--- config.mk ---
export PLATFORM = sky130hd
export DESIGN_NAME = prog_boot_loader
export DESIGN_NICKNAME = d
export VERILOG_FILES = /design/src/rtl/boot_pkg.sv /design/src/rtl/boot_ctrl.sv /design/src/rtl/boot_dpath.sv /design/src/rtl/prog_boot_loader.sv
export SDC_FILE = /design/constraint.sdc
export NUM_CORES = 1
export LEC_CHECK = 0
export CAP_MARGIN = 10
export CORE_MARGIN = 4
export CORE_UTILIZATION = 55
export CTS_CLUSTER_SIZE = 40
export DETAILED_ROUTE_END_ITERATION = 8
export PLACE_DENSITY_LB_ADDON = 0.1
export SLEW_MARGIN = 20
export SYNTH_ARGS = -nofsm -noshare
export SYNTH_HDL_FRONTEND = slang
export SYNTH_HIERARCHICAL = 1
export SYNTH_SLANG_ARGS = --single-unit
--- constraint.sdc ---
create_clock -name clk -period 3 [get_ports clk]
set_input_delay 0.6 -clock clk [delete_from_list [all_inputs] [get_ports clk]]
set_output_delay 0.6 -clock clk [all_outputs]
set_load 0.05 [all_outputs]
--- src/rtl/boot_pkg.sv ---
package boot_pkg;
  localparam int BYTE_W     = 8;
  localparam int WORD_BYTES = 3;
  localparam int WORD_W     = BYTE_W * WORD_BYTES;
  localparam int MODE_W     = 3;
  localparam int CNT_W      = $clog2(WORD_BYTES);

  typedef enum logic [2:0] {
    ST_IDLE,
    ST_COUNT,
    ST_ADDR,
    ST_DATA,
    ST_FIRE,
    ST_DONE
  } bootState_t;

  // strobes from control to datapath
  typedef struct packed {
    logic takeByte;
    logic clearByte;
    logic latchCount;
    logic latchAddr;
    logic writeWord;
  } dpCtrl_t;
endpackage

--- src/rtl/boot_ctrl.sv ---
module boot_ctrl
  import boot_pkg::*;
#(
  parameter logic [MODE_W-1:0] BOOT_MODE = 3'b111
) (
  input  logic              clk,
  input  logic              rstN,
  input  logic [MODE_W-1:0] bootMode,
  input  logic              byteValid,
  input  logic              abortFlag,
  input  logic              wordFull,
  input  logic              countZero,
  input  logic              lastWord,
  output logic              byteReady,
  output logic              startPulse,
  output dpCtrl_t           ctl
);
  bootState_t state, stateNext;
  logic loading, abortNow, accept, wordEnd;

  always_comb begin
    loading  = (state == ST_COUNT) || (state == ST_ADDR) || (state == ST_DATA);
    abortNow = (state == ST_DATA) && abortFlag;
    accept   = loading && byteValid && !abortNow;
    wordEnd  = accept && wordFull;

    ctl.takeByte   = accept;
    ctl.clearByte  = abortNow;
    ctl.latchCount = wordEnd && (state == ST_COUNT);
    ctl.latchAddr  = wordEnd && (state == ST_ADDR);
    ctl.writeWord  = wordEnd && (state == ST_DATA);

    byteReady  = loading && !abortNow;
    startPulse = (state == ST_FIRE);
  end

  always_comb begin
    stateNext = state;
    unique case (state)
      ST_IDLE:  if (bootMode == BOOT_MODE) stateNext = ST_COUNT;
      ST_COUNT: if (wordEnd) stateNext = ST_ADDR;
      ST_ADDR:  if (wordEnd) stateNext = countZero ? ST_FIRE : ST_DATA;
      ST_DATA: begin
        if (abortNow) stateNext = ST_FIRE;
        else if (wordEnd && lastWord) stateNext = ST_FIRE;
      end
      ST_FIRE:  stateNext = ST_DONE;
      ST_DONE:  stateNext = ST_DONE;
      default:  stateNext = ST_IDLE;
    endcase
  end

  always_ff @(posedge clk or negedge rstN) begin
    if (!rstN) state <= ST_IDLE;
    else       state <= stateNext;
  end
endmodule

--- src/rtl/boot_dpath.sv ---
module boot_dpath
  import boot_pkg::*;
#(
  parameter int ADDR_W = 24
) (
  input  logic              clk,
  input  logic              rstN,
  input  logic [BYTE_W-1:0] byteData,
  input  dpCtrl_t           ctl,
  output logic              wordFull,
  output logic              countZero,
  output logic              lastWord,
  output logic              ramWe,
  output logic [ADDR_W-1:0] ramAddr,
  output logic [WORD_W-1:0] ramData,
  output logic [WORD_W-1:0] startAddr
);
  localparam logic [CNT_W-1:0] LAST_BYTE = CNT_W'(WORD_BYTES - 1);

  logic [CNT_W-1:0]  byteCnt;
  logic [WORD_W-1:0] shiftReg, assembled, remaining, loadAddr;
  logic [ADDR_W-1:0] wrPtr;

  always_comb begin
    assembled = {byteData, shiftReg[WORD_W-1:BYTE_W]};
    wordFull  = (byteCnt == LAST_BYTE);
    countZero = (remaining == '0);
    lastWord  = (remaining == WORD_W'(1));
    startAddr = loadAddr;
  end

  // byte assembly, least significant byte first
  always_ff @(posedge clk or negedge rstN) begin
    if (!rstN) begin
      byteCnt  <= '0;
      shiftReg <= '0;
    end else if (ctl.clearByte) begin
      byteCnt  <= '0;
    end else if (ctl.takeByte) begin
      shiftReg <= assembled;
      byteCnt  <= wordFull ? '0 : byteCnt + 1'b1;
    end
  end

  // header registers and write pointer
  always_ff @(posedge clk or negedge rstN) begin
    if (!rstN) begin
      remaining <= '0;
      loadAddr  <= '0;
      wrPtr     <= '0;
    end else begin
      if (ctl.latchCount) remaining <= assembled;
      if (ctl.latchAddr) begin
        loadAddr <= assembled;
        wrPtr    <= assembled[ADDR_W-1:0];
      end
      if (ctl.writeWord) begin
        remaining <= remaining - 1'b1;
        wrPtr     <= wrPtr + 1'b1;
      end
    end
  end

  // registered RAM write port
  always_ff @(posedge clk or negedge rstN) begin
    if (!rstN) begin
      ramWe   <= 1'b0;
      ramAddr <= '0;
      ramData <= '0;
    end else begin
      ramWe <= ctl.writeWord;
      if (ctl.writeWord) begin
        ramAddr <= wrPtr;
        ramData <= assembled;
      end
    end
  end
endmodule

--- src/rtl/prog_boot_loader.sv ---
module prog_boot_loader
  import boot_pkg::*;
#(
  parameter int ADDR_W = 24
) (
  input  logic              clk,
  input  logic              rstN,
  input  logic [2:0]        bootMode,
  input  logic              byteValid,
  input  logic [7:0]        byteData,
  output logic              byteReady,
  input  logic              abortFlag,
  output logic              ramWe,
  output logic [ADDR_W-1:0] ramAddr,
  output logic [23:0]       ramData,
  output logic              startPulse,
  output logic [23:0]       startAddr
);
  dpCtrl_t ctl;
  logic wordFull, countZero, lastWord;

  boot_ctrl #(.BOOT_MODE(3'b111)) u_ctrl (
    .clk(clk), .rstN(rstN), .bootMode(bootMode), .byteValid(byteValid),
    .abortFlag(abortFlag), .wordFull(wordFull), .countZero(countZero),
    .lastWord(lastWord), .byteReady(byteReady), .startPulse(startPulse),
    .ctl(ctl)
  );

  boot_dpath #(.ADDR_W(ADDR_W)) u_dpath (
    .clk(clk), .rstN(rstN), .byteData(byteData), .ctl(ctl),
    .wordFull(wordFull), .countZero(countZero), .lastWord(lastWord),
    .ramWe(ramWe), .ramAddr(ramAddr), .ramData(ramData),
    .startAddr(startAddr)
  );
endmodule

==> metrics, run 1 <==
Distinct cells, synth 54; Worst-Margin Slew 0.580 ns; Die Ht 119 µm; Worst Reg2Reg Path Length in Cells 7; Worst VDD drop 642 µV; H-tree depth 4; Final GP Congestion 0.868; Longest Clk Path Bufs 2; reg-to-reg slack, setup 0.48 ns; Internal 5860 µW; Sw Share 40.2%; die width 119 µm; DR vias 4950; RSZ-0062 raised after global routing no; predominant post-synthesis flop cell dfrtp_1; Final Hold Vio Count 0; drt drc 0; IO Count 90; CTS tree yes; hpwl dp 10400 µm; Setup violations, final 0; Routed wire per std cell 19.0 µm; Post-synth EDFFs 0; Leakage 0.00368 µW; Tmin final 2.65 ns; commonest non-fill, non-tap cell in the layout dfrtp_1; share of layout cells above drive strength 1 22.2%; WP data arrival 2.05 ns; fin nets 687; Layout area overhead 26.2%; total wire length 15800 µm; first-pass GRT wire length 25700 µm; Slew headroom 61.3%; final max-slew violation count 0; ant diodes 0; synth warn 6; startpoint types flop; Reg clk slew, reported paths 0.06 ns; Cell Rows 40; sequential power share 36.8%; Worst-Skew Late Latency 0.42 ns; Layout Skew 0.00727 ns; most frequent cells in the layout 142 x dfrtp_1, 87 x clkdlybuf4s50_1, 87 x mux2_2, 36 x a21oi_1, 34 x a211oi_1; P_sw 3950 µW; total track usage 23.0%; pwr dens 1160 nW/µm²; clock share of power 23.8%; Num CTS Buffers 17; outcome completed; Syn Nets 597; DRT antenna net count 0; Netlist Area Pre-Place 6720 µm²; worst path required time 2.40 ns; Hold Slack 0.144 ns; share of flip-flops with an asynchronous set or reset 100%; CP Max Fanout 9; GR Overflow Total 0; Core ar. 12000 µm²; Initial Utilization 56.2%; postcts setup bufs 0; Avg Synthesized Cell Area 11.6 µm²; Vias/cell 5.98; Hold WC Path Type in -> async; number of gates resized after CTS 0; Hold-fix buffers, CTS 0; IO buf count 89; Yosys reg bits 142; setup tns final 0 ns; DRT Pass-1 Iters 5; Filler Cells Inserted 877; CTS root buf clkbuf_16; number of global-route vias before repair 4876; Die ar. 14000 µm²; post-synthesis sequential area ratio 52.9%; TritonCTS Sinks 142; start-to-end type of the worst setup path reg -> out; Critical Path End Type output port; max_cap viols 0; DR iter-0 viols 314; fin crit share 88.3%; logic gate share of total power 39.5%; Gate Count Post-Synth 578; Max Clock Freq 0.378 GHz; antenna violations before repair 0; largest net degree at the start of global routing 62
[flip-flops by register name, indices dropped and copies added (netlist names)]
name               count
u_ctrl/state           3
u_dpath/byteCnt        2
u_dpath/ramAddr       24
u_dpath/ramData       24
u_dpath/ramWe          1
u_dpath/remaining     24
u_dpath/shiftReg      16
u_dpath/startAddr     24
u_dpath/wrPtr         24
[metrics by stage]
step | total power [µW] | worst slack (ns) | area [µm²] | utilization [%] | std cells
final | 9810 | 0.351 | 8480 | 70.9 | 828
after CTS | 9850 | 0.338 | 8480 | 70.9 | 828
after global routing | 10300 | 0.289 | 8480 | 70.9 | 828
after detailed placement | 7480 | 0.379 | 7820 | 65.4 | 796
after floorplan | 6100 | 0.429 | 6720 | - | 578
after global placement | 7350 | 0.411 | 7820 | 65.4 | 796
[cells by family after synthesis]
family / count (synthesis) / synth area share (%)
and+or+nand+nor: 164 / 13.7
DFF: 142 / 52.9
AOI/OAI and AO/OA: 103 / 10.4
muxes: 94 / 15.7
buffers and inverters: 43 / 2.91
xor gates and xnor gates: 28 / 3.65
adders and majority gates: 4 / 0.745
[worst paths after layout]
| kind | start | to |
|---|---|---|
| worst max-delay path | u_ctrl/state[1]$_DFFE_PN0P_ | startPulse |
| worst min-delay path | rstN | u_dpath/remaining[0]$_DFFE_PN0P_ |
| worst max register to register | u_dpath/remaining[12]$_DFFE_PN0P_ | u_ctrl/state[1]$_DFFE_PN0P_ |
| worst min register to register | u_dpath/startAddr[3]$_DFFE_PN0P_ | u_dpath/startAddr[3]$_DFFE_PN0P_ |
| max in group asynchronous | rstN | u_dpath/wrPtr[5]$_DFFE_PN0P_ |
| min in group clk | u_dpath/startAddr[3]$_DFFE_PN0P_ | u_dpath/startAddr[3]$_DFFE_PN0P_ |
[final cells by class]
type                            instances  area [µm²]  area share (%)
Clock buffer                           21         470            5.55
Clock inverter                         11         186            2.20
Inverter                               10        37.5           0.443
Multi-Input combinational cell        393        2980            35.2
Sequential cell                       142        3550            41.9
Tap cell                              147         184            2.17
Timing Repair Buffer                  104        1060            12.6
[synthesized netlist by cell type (4+ instances only)]
master	n	area (µm²)
dfrtp_1	142	3550
mux2_2	87	980
a21oi_1	36	180
a211oi_1	34	255
nor2b_1	29	181
nor2_1	27	101
nand2_1	26	97.6
clkbuf_1	22	82.6
xor2_1	21	184
nand3_1	18	90.1
nand4_1	12	75.1
inv_1	10	37.5
nor3_1	10	50.1
o21ai_0	9	45.0
xnor2_1	7	61.3
and3_1	6	37.5
mux2i_1	6	60.1
nor4_1	6	37.5
o211ai_1	5	37.5
buf_1	4	15.0
ha_1	4	50.1
nand2b_1	4	25.0
or3_1	4	25.0
[power by group through the flow]
stage	registers, µW	logic, µW	clock network (µW)
finish	3600	3870	2330
global placement	3560	3780	0
global route	3710	4120	2450
detailed placement	3610	3870	0
floorplan	4460	1630	0
CTS	3590	3900	2360
[worst max-delay path, cell delays in order (launching register included)]
cell	delay (ns)
dfrtp_1	0.49
inv_1	0.18
and3_1	0.17
clkdlybuf4s50_1	0.80
[per-layer routing]
metal  vias up  global-route usage (%)  share of wire [%]
met4         0                    7.53                1.6
met1      2498                    31.8                 45
met2       159                    35.8                 48
met3        19                    5.98                5.3
met5         -                       0                  0
li1       2274                       -                  -
Note: power is estimated with default switching activity, not from simulation.
==> run 2, diff against run 1 <==
CTS_CLUSTER_SIZE = not set   (was 40)
==> results of run 2 <==
The final DEF is identical to that of run 1; final timing and power are the same.
